--- config.mk ---
export PLATFORM = sky130hd
export DESIGN_NAME = rxd_cmpl_eng
export DESIGN_NICKNAME = d
export VERILOG_FILES = /design/src/rtl/rxd_pkg.sv /design/src/rtl/rxd_classify.sv /design/src/rtl/rxd_desc_store.sv /design/src/rtl/rxd_ctrl.sv /design/src/rtl/rxd_cmpl_eng.sv
export SDC_FILE = /design/constraint.sdc
export NUM_CORES = 1
export LEC_CHECK = 0
export BUFFER_PORTS_ARGS = -buffer_cell sky130_fd_sc_hd__buf_2
export CAP_MARGIN = 40
export CORE_MARGIN = 10
export CORE_UTILIZATION = 25
export CTS_BUF_LIST = sky130_fd_sc_hd__clkbuf_2
export CTS_CLUSTER_DIAMETER = 200
export DETAILED_ROUTE_END_ITERATION = 10
export PLACE_DENSITY = 0.42
export SKIP_CTS_REPAIR_TIMING = 1
export SLEW_MARGIN = 25
export SYNTH_ARGS = -nofsm -noshare
export SYNTH_HDL_FRONTEND = slang
export SYNTH_SLANG_ARGS = --single-unit
export TNS_END_PERCENT = 100
--- constraint.sdc ---
create_clock -name clk -period 3 [get_ports clk]
set_clock_uncertainty 0.1 [all_clocks]
set_input_delay 0.6 -clock clk [delete_from_list [all_inputs] [get_ports clk]]
set_output_delay 0.6 -clock clk [all_outputs]
set_load 0.03 [all_outputs]
--- src/rtl/rxd_pkg.sv ---
package rxd_pkg;
  typedef enum logic [1:0] {
    PK_SHORT = 2'd0,
    PK_FULL  = 2'd1,
    PK_LONG  = 2'd2
  } pkt_kind_e;

  typedef enum logic [1:0] {
    ST_IDLE  = 2'd0,
    ST_ARMED = 2'd1,
    ST_HALT  = 2'd2
  } eng_state_e;
endpackage

--- src/rtl/rxd_classify.sv ---
module rxd_classify
  import rxd_pkg::*;
#(
  parameter int CNT_W = 16,
  parameter int MPS_W = 11
) (
  input  logic [MPS_W:0]   pkt_bytes,
  input  logic [MPS_W-1:0] max_pkt,
  input  logic [CNT_W-1:0] remaining,
  output pkt_kind_e        kind,
  output logic [CNT_W-1:0] rem_after,
  output logic             completes
);
  localparam int PKT_W = MPS_W + 1;

  logic [CNT_W-1:0] bytes_ext;
  logic [PKT_W-1:0] max_ext;
  logic             over_max;
  logic             over_rem;

  always_comb begin
    bytes_ext = CNT_W'(pkt_bytes);
    max_ext   = PKT_W'(max_pkt);
    over_max  = pkt_bytes > max_ext;
    over_rem  = bytes_ext > remaining;
    rem_after = remaining - bytes_ext;
    if (over_max || over_rem) begin
      kind = PK_LONG;
    end else if (pkt_bytes < max_ext) begin
      kind = PK_SHORT;
    end else begin
      kind = PK_FULL;
    end
    completes = (kind == PK_SHORT) || ((kind == PK_FULL) && (rem_after == '0));
  end
endmodule

--- src/rtl/rxd_desc_store.sv ---
module rxd_desc_store #(
  parameter int CNT_W = 16,
  parameter int PTR_W = 27
) (
  input  logic             clk,
  input  logic             rst_n,
  input  logic             ld_valid,
  input  logic             ld_active,
  input  logic             ld_term,
  input  logic [CNT_W-1:0] ld_total,
  input  logic [PTR_W-1:0] ld_next,
  input  logic             cnt_upd,
  input  logic [CNT_W-1:0] rem_after,
  input  logic             clr_active,
  input  logic             set_err,
  output logic             active,
  output logic             term,
  output logic             buf_err,
  output logic [CNT_W-1:0] remaining,
  output logic [PTR_W-1:0] next_ptr
);
  logic             active_d;
  logic             buf_err_d;
  logic [CNT_W-1:0] remaining_d;
  logic             desc_en;

  always_comb begin
    desc_en     = ld_valid;
    active_d    = active;
    buf_err_d   = buf_err;
    remaining_d = remaining;
    if (ld_valid) begin
      active_d    = ld_active;
      buf_err_d   = 1'b0;
      remaining_d = ld_total;
    end else begin
      if (cnt_upd)    remaining_d = rem_after;
      if (clr_active) active_d    = 1'b0;
      if (set_err)    buf_err_d   = 1'b1;
    end
  end

  always_ff @(posedge clk or negedge rst_n) begin
    if (!rst_n) begin
      active    <= 1'b0;
      buf_err   <= 1'b0;
      remaining <= '0;
    end else begin
      active    <= active_d;
      buf_err   <= buf_err_d;
      remaining <= remaining_d;
    end
  end

  always_ff @(posedge clk or negedge rst_n) begin
    if (!rst_n) begin
      term     <= 1'b0;
      next_ptr <= '0;
    end else if (desc_en) begin
      term     <= ld_term;
      next_ptr <= ld_next;
    end
  end
endmodule

--- src/rtl/rxd_ctrl.sv ---
module rxd_ctrl
  import rxd_pkg::*;
(
  input  logic      clk,
  input  logic      rst_n,
  input  logic      ld_valid,
  input  logic      ld_active,
  input  logic      pkt_done,
  input  logic      pkt_fault,
  input  pkt_kind_e kind,
  input  logic      completes,
  input  logic      term,
  output logic      primed,
  output logic      cnt_upd,
  output logic      clr_active,
  output logic      set_err,
  output logic      int_done,
  output logic      int_err,
  output logic      flush,
  output logic      fetch_req
);
  eng_state_e state_q, state_d;
  logic accept;
  logic done_d, err_d, flush_d, fetch_d;

  always_comb begin
    accept     = pkt_done && !pkt_fault && !ld_valid && (state_q == ST_ARMED);
    set_err    = accept && (kind == PK_LONG);
    cnt_upd    = accept && (kind != PK_LONG);
    clr_active = cnt_upd && completes;
    done_d     = clr_active;
    err_d      = set_err;
    flush_d    = set_err || (clr_active && term);
    fetch_d    = clr_active && !term;
    state_d    = state_q;
    if (ld_valid) begin
      state_d = ld_active ? ST_ARMED : ST_IDLE;
    end else if (set_err) begin
      state_d = ST_HALT;
    end else if (clr_active) begin
      state_d = ST_IDLE;
    end
  end

  always_ff @(posedge clk or negedge rst_n) begin
    if (!rst_n) begin
      state_q   <= ST_IDLE;
      int_done  <= 1'b0;
      int_err   <= 1'b0;
      flush     <= 1'b0;
      fetch_req <= 1'b0;
    end else begin
      state_q   <= state_d;
      int_done  <= done_d;
      int_err   <= err_d;
      flush     <= flush_d;
      fetch_req <= fetch_d;
    end
  end

  assign primed = (state_q == ST_ARMED);
endmodule

--- src/rtl/rxd_cmpl_eng.sv ---
module rxd_cmpl_eng
  import rxd_pkg::*;
#(
  parameter int CNT_W = 16,
  parameter int PTR_W = 27,
  parameter int MPS_W = 11
) (
  input  logic             clk,
  input  logic             rst_n,
  input  logic             ld_valid,
  input  logic             ld_active,
  input  logic             ld_term,
  input  logic [CNT_W-1:0] ld_total,
  input  logic [PTR_W-1:0] ld_next,
  input  logic [MPS_W-1:0] max_pkt,
  input  logic             pkt_done,
  input  logic             pkt_fault,
  input  logic [MPS_W:0]   pkt_bytes,
  output logic             primed,
  output logic             desc_active,
  output logic [CNT_W-1:0] remaining,
  output logic             buf_err,
  output logic             fetch_req,
  output logic [PTR_W-1:0] fetch_ptr,
  output logic             flush,
  output logic             int_done,
  output logic             int_err
);
  pkt_kind_e        kind;
  logic [CNT_W-1:0] rem_after;
  logic             completes;
  logic             term;
  logic             cnt_upd;
  logic             clr_active;
  logic             set_err;

  rxd_classify #(.CNT_W(CNT_W), .MPS_W(MPS_W)) u_cls (
    .pkt_bytes (pkt_bytes),
    .max_pkt   (max_pkt),
    .remaining (remaining),
    .kind      (kind),
    .rem_after (rem_after),
    .completes (completes)
  );

  rxd_ctrl u_ctrl (
    .clk        (clk),
    .rst_n      (rst_n),
    .ld_valid   (ld_valid),
    .ld_active  (ld_active),
    .pkt_done   (pkt_done),
    .pkt_fault  (pkt_fault),
    .kind       (kind),
    .completes  (completes),
    .term       (term),
    .primed     (primed),
    .cnt_upd    (cnt_upd),
    .clr_active (clr_active),
    .set_err    (set_err),
    .int_done   (int_done),
    .int_err    (int_err),
    .flush      (flush),
    .fetch_req  (fetch_req)
  );

  rxd_desc_store #(.CNT_W(CNT_W), .PTR_W(PTR_W)) u_store (
    .clk        (clk),
    .rst_n      (rst_n),
    .ld_valid   (ld_valid),
    .ld_active  (ld_active),
    .ld_term    (ld_term),
    .ld_total   (ld_total),
    .ld_next    (ld_next),
    .cnt_upd    (cnt_upd),
    .rem_after  (rem_after),
    .clr_active (clr_active),
    .set_err    (set_err),
    .active     (desc_active),
    .term       (term),
    .buf_err    (buf_err),
    .remaining  (remaining),
    .next_ptr   (fetch_ptr)
  );
endmodule

==> flow_summary.ini, run 1 <==
[status]
status = complete, no violations

[global_route]
overflow = 0
antenna_found_initial = 1
use_met2_pct = 19.1
grt_util_all_layers_pct = 11.7
grt_max_degree = 60
top_usage_layer = met2
grt_use_met1_pct = 13.8
use_met3_pct = 5.19
grt_first_pass_wirelength_um = 17200
grt_pass1_vias = 3358

[hold_path]
hold_path_class = primary input to flip-flop

[floorplanning]
fp-row-count = 41
die_x_um = 135
io_pins = 123
core_mm2 = 0.0128
initial_core_util_pct = 25.8
dieArea_mm2 = 0.0182
fp.dieH_um = 135

[pwr]
p_leak_nw = 2.37
powerDensity_mw_per_mm2 = 441
vdd_drop_max_mv = 0.253
finalPower_w = 0.00203

[critical_path]
crit_path_start_kind = flip-flop
cp.required_ns = 3.31
cp.arrival_ns = 3.21
path_class = flip-flop to flip-flop
cp_max_fo = 4
worst_setup_path_end_kind = flip-flop

[finish]
stdcell_area_mm2 = 0.00459
area_delta_synth_final_pct = 39.2
fin_nets = 583
utilization_pct = 35.9
num_antenna_cells = 0
post_route_cells_drive_above_1_share_pct = 47.2

[placement]
portBuffers = 122
place_hpwl_um = 8620
gp_congestion = 0.808
place_area_mm2 = 0.00440

[timing]
fin_crit_ns = 2.89
finalSetupViolCount = 0
slew_headroom_pct = 52.0
tns_ns = 0
finalMaxSlewViolations = 0
rsz0062_at_grt = true
finalHoldViolations = 0
period_share_pct = 96.4
fmax_mhz = 346
worstMarginPinSlew_ns = 0.719

[yosys]
synth_top_cell_area_share_pct = 39.5
ys_seq_area_share_pct = 39.5
synth_top_cell_by_area = dfrtp_1
async_flop_share_pct = 100
ys.flop_type = dfrtp_1
syn_area_per_cell_um2 = 10.4
syn_nets = 415
synth_area_leaders = dfrtp_1 39%, mux2_2 9.6%, ha_1 8.7%
netlist_top_cells_count = 52 x dfrtp_1, 33 x inv_1, 28 x mux2_2
synth_edf_count = 0
synthCells = 318
synth_area_mm2 = 0.00330
synth_warnings = 0
synth_cell_types = 59
synth.ff_latch_count = 52
synth_most_common_cell = dfrtp_1

[drt]
drt_iter0_markers = 109
wire_per_inst_um = 16.4
vias = 3053
finalWirelength_um = 10800
drcViolationCount = 0
ant_nets = 0
drt_pass1_iterations = 4
viasPerCell = 4.63

[clock_tree]
cts_tree = built
insertion_delay_ns = 0.49
clock-root-buffer = clkbuf_2
cts_buffer_depth = 2
numCtsBuffers = 5
htreeDepth = 2
cts_sinks = 52
clkTransAtPathRegs_ns = 0.30

[job]
cap_violations = 0
## cells in the final DEF (no fill, tap or decap), types with 3 or more instances in the layout
cell | netlist | layout
nor3_1 | 4 | 3
a21o_1 | 3 | 3
mux2_2 | 28 | 28
nor2b_1 | 8 | 6
o31a_1 | 3 | 3
ha_1 | 23 | 21
a221o_1 | 11 | 11
inv_1 | 33 | 33
nand3b_1 | 4 | 4
dfrtp_1 | 52 | 52
nand2_1 | 22 | 22
clkbuf_2 | 0 | 6
or3_1 | 7 | 7
nand2b_1 | 3 | 3
o21a_1 | 6 | 6
o211ai_1 | 4 | 4
xor2_1 | 3 | 3
a21oi_1 | 11 | 10
buf_4 | 0 | 49
buf_2 | 1 | 122
mux2i_1 | 5 | 5
nor2_1 | 11 | 11
o21ai_0 | 14 | 14
## registers in the layout, indices dropped and copies added (netlist names)
name / count
u_store.next_ptr: 27
u_store.remaining: 16
u_ctrl.state_q: 2
u_ctrl.fetch_req: 1
u_ctrl.flush: 1
u_ctrl.int_done: 1
u_ctrl.int_err: 1
u_store.active: 1
u_store.buf_err: 1
u_store.term: 1
## metal layers
layer | part of all wire [%] | wire (um)
met1 | 44 | 4800
met2 | 45 | 4890
met3 | 9.2 | 992
met4 | 0.86 | 93
met5 | 0.12 | 13
## cells by family (layout without fill, tap and decap cells)
| logic type | count (synthesis) | in the layout | share of synthesized area, % |
|---|---|---|---|
| muxes | 33 | 33 | 11.1 |
| adders and majority gates | 24 | 24 | 9.33 |
| xor gates and xnor gates | 4 | 4 | 1.06 |
| and+or+nand+nor | 79 | 79 | 13.5 |
| buffers and inverters | 46 | 215 | 6.18 |
| DFF | 52 | 52 | 39.5 |
| AOI/OAI and AO/OA | 80 | 80 | 19.4 |
## through the flow
| stage | setup slack, ns | hold slack, ns | cells |
|---|---|---|---|
| after floorplan | 0.00669 | 0.204 | 318 |
| after global placement | -0.286 | 0.373 | 645 |
| after detailed placement | -0.333 | 0.365 | 645 |
| after CTS | -0.118 | -0.0867 | 653 |
| after global routing | -0.0247 | 0.171 | 659 |
| final | 0.107 | 0.184 | 659 |
## final timing paths
| kind | slack, ns | endpoint | startpoint | cells past startpoint |
|---|---|---|---|---|
| setup reg to reg | 0.11 | u_ctrl.fetch_req$_DFF_PN0_ | u_store.remaining[1]$_DFFE_PN0P_ | 8 |
| min in group asynchronous | 0.46 | u_store.remaining[7]$_DFFE_PN0P_ | rst_n | 3 |
| setup / recovery | 0.11 | u_ctrl.fetch_req$_DFF_PN0_ | u_store.remaining[1]$_DFFE_PN0P_ | 8 |
| hold reg to reg | 0.43 | u_ctrl.fetch_req$_DFF_PN0_ | u_store.term$_DFFE_PN0P_ | 1 |
| max in group asynchronous | 1.93 | u_store.next_ptr[26]$_DFFE_PN0P_ | rst_n | 3 |
| hold / removal | 0.18 | u_store.remaining[11]$_DFFE_PN0P_ | ld_total[11] | 3 |
## worst max-delay path, cell delays in order (launching register included)
cell and delay (ns):
dfrtp_1 0.49, ha_1 0.28, nor2b_1 0.16, o2111a_1 0.28, or4_4 0.43, a22oi_1 0.19, nand4b_1 0.16, or4_4 0.55
a211oi_2 0.21
## power breakdown
| group | internal (W) | switching, W | leakage, nW |
|---|---|---|---|
| logic | 0.000358 | 0.000447 | 1.70 |
| clock network | 0.000148 | 0.000259 | 0.0436 |
| registers | 0.000767 | 0.0000486 | 0.628 |
## layout make-up
type	count	area [um2]
sequential	52	1300
timing repair buffer	174	1020
fill	1302	8180
clock buffer	6	30.0
clock inverter	2	38.8
inverter	33	124
multi-input combinational	220	1860
tap	172	215
(Power assumes the default switching activity.)
==> inputs of run 2 (changes only) <==
==> constraint.sdc (replaced) <==
create_clock -name clk -period 3.3 [get_ports clk]
set_clock_uncertainty 0.1 [all_clocks]
set_input_delay 0.66 -clock clk [delete_from_list [all_inputs] [get_ports clk]]
set_output_delay 0.66 -clock clk [all_outputs]
set_load 0.03 [all_outputs]
==> flow_summary.ini, run 2 (synthesis results as in run 1) <==
[clock_tree]
cts_tree = built
clock-root-buffer = clkbuf_2
cts_sinks = 52
clkTransAtPathRegs_ns = 0.30
htreeDepth = 2
insertion_delay_ns = 0.51
numCtsBuffers = 5
cts_buffer_depth = 2

[drt]
finalWirelength_um = 10700
drt_iter0_markers = 202
drcViolationCount = 0
wire_per_inst_um = 16.9
viasPerCell = 4.68
drt_pass1_iterations = 7
ant_nets = 0
vias = 2965

[finish]
utilization_pct = 33.7
final_cell_mix = 122 x buf_2, 52 x dfrtp_1, 33 x inv_1
largest_registers = u_store.next_ptr (27), u_store.remaining (16), u_ctrl.state_q (2)
area_delta_synth_final_pct = 30.5
regMostFlops = u_store.next_ptr
largest_reg_flops = 27
layout_commonest_cell = buf_2
fill_cells = 1363
fin_nets = 557
post_route_cells_drive_above_1_share_pct = 41.6

[global_route]
use_met3_pct = 3.30
grt_first_pass_wirelength_um = 17300
overflow = 0
antenna_found_initial = 1
grt_use_met1_pct = 14.7
grt_util_all_layers_pct = 12.0
use_met2_pct = 20.1
top_usage_layer = met2
grt_pass1_vias = 3206
grt_max_degree = 60

[pwr]
clkPwrFrac_pct = 17.1
p_leak_nw = 2.21
swShare_pct = 39.7
p_comb_share_pct = 39.1
powerDensity_mw_per_mm2 = 392
internal-power_w = 0.00102
vdd_drop_max_mv = 0.132
p_switching_w = 0.000670
seqPwrFrac_pct = 43.8
finalPower_w = 0.00169

[floorplanning]
fp.dieH_um = 135
die_x_um = 135
dieArea_mm2 = 0.0182
io_pins = 123
core_mm2 = 0.0128
initial_core_util_pct = 25.8
fp-row-count = 41

[timing]
tns_ns = 0
finalHoldViolations = 0
slew_headroom_pct = 52.5
fmax_mhz = 328
rsz0062_at_grt = false
finalMaxSlewViolations = 0
period_share_pct = 92.3
worstMarginPinSlew_ns = 0.712
finalSetupViolCount = 0
fin_crit_ns = 3.05

[critical_path]
cp_max_fo = 11
cp.required_ns = 3.61
cp.arrival_ns = 3.36
path_class = flip-flop to flip-flop
worst_setup_path_end_kind = flip-flop
crit_path_start_kind = flip-flop

[status]
status = complete, no violations

[job]
cap_violations = 0

[placement]
place_hpwl_um = 8700
portBuffers = 122
gp_congestion = 0.818

[hold_path]
hold_path_class = primary input to flip-flop
==> run 2: path summary, 6_finish.rpt <==
path	startpoint	endpoint	slack, ns	depth (start not counted)
worst max-delay path	u_store.remaining[0]$_DFFE_PN0P_	u_store.remaining[6]$_DFFE_PN0P_	0.25	11
worst min-delay path	ld_total[11]	u_store.remaining[11]$_DFFE_PN0P_	0.21	3
worst max register to register	u_store.remaining[0]$_DFFE_PN0P_	u_store.remaining[6]$_DFFE_PN0P_	0.25	11
worst min register to register	u_store.term$_DFFE_PN0P_	u_ctrl.fetch_req$_DFF_PN0_	0.38	1
max in group asynchronous	rst_n	u_store.remaining[15]$_DFFE_PN0P_	1.80	3
min in group asynchronous	rst_n	u_store.remaining[13]$_DFFE_PN0P_	0.45	2
==> run 2: stage by stage <==
stage	hold WS, ns	setup WS, ns	area, um2	cells
finish	0.209	0.253	4310	634
global route	0.148	0.0767	4310	634
CTS	-0.115	0.135	4290	632
detailed placement	0.360	-0.134	4240	624
global placement	0.365	-0.151	4240	624
floorplan	0.264	0.228	3300	318
==> run 2: area by class of cell <==
| class | instances | area, um2 | share of cell area (%) |
|---|---|---|---|
| tap | 172 | 215 | 5.00 |
| inverter | 33 | 124 | 2.88 |
| clock buffer | 5 | 25.0 | 0.581 |
| sequential | 52 | 1300 | 30.2 |
| multi-input combinational | 220 | 1800 | 41.7 |
| timing repair buffer | 148 | 821 | 19.1 |
| clock inverter | 3 | 21.3 | 0.494 |
| antenna | 1 | 2.50 | 0.0581 |
==> run 2: critical path: stages (launching register included) <==
cell and delay, ns:
dfrtp_1 0.46, inv_1 0.06, ha_1 0.18, fa_1 0.22, nor2b_1 0.07, o31a_1 0.28, o2111a_1 0.32, o31a_1 0.34
o221ai_4 0.29, buf_12 0.18, and3b_1 0.19, a221o_1 0.27
==> run 2: metal layers <==
layer	wire, um	vias to the layer above
met5	0	-
met4	131	0
met3	578	9
met2	5330	78
met1	4680	1423
li1	-	1455
==> run 2: power by group through the flow <==
stage                     clock (W)  combinational [W]  sequential, W
after global placement            0           0.000663       0.000750
after detailed placement          0           0.000665       0.000751
final                      0.000289           0.000660       0.000739
after floorplan                   0           0.000304       0.000857
after global routing       0.000349           0.000727       0.000751
after CTS                  0.000313           0.000668       0.000741
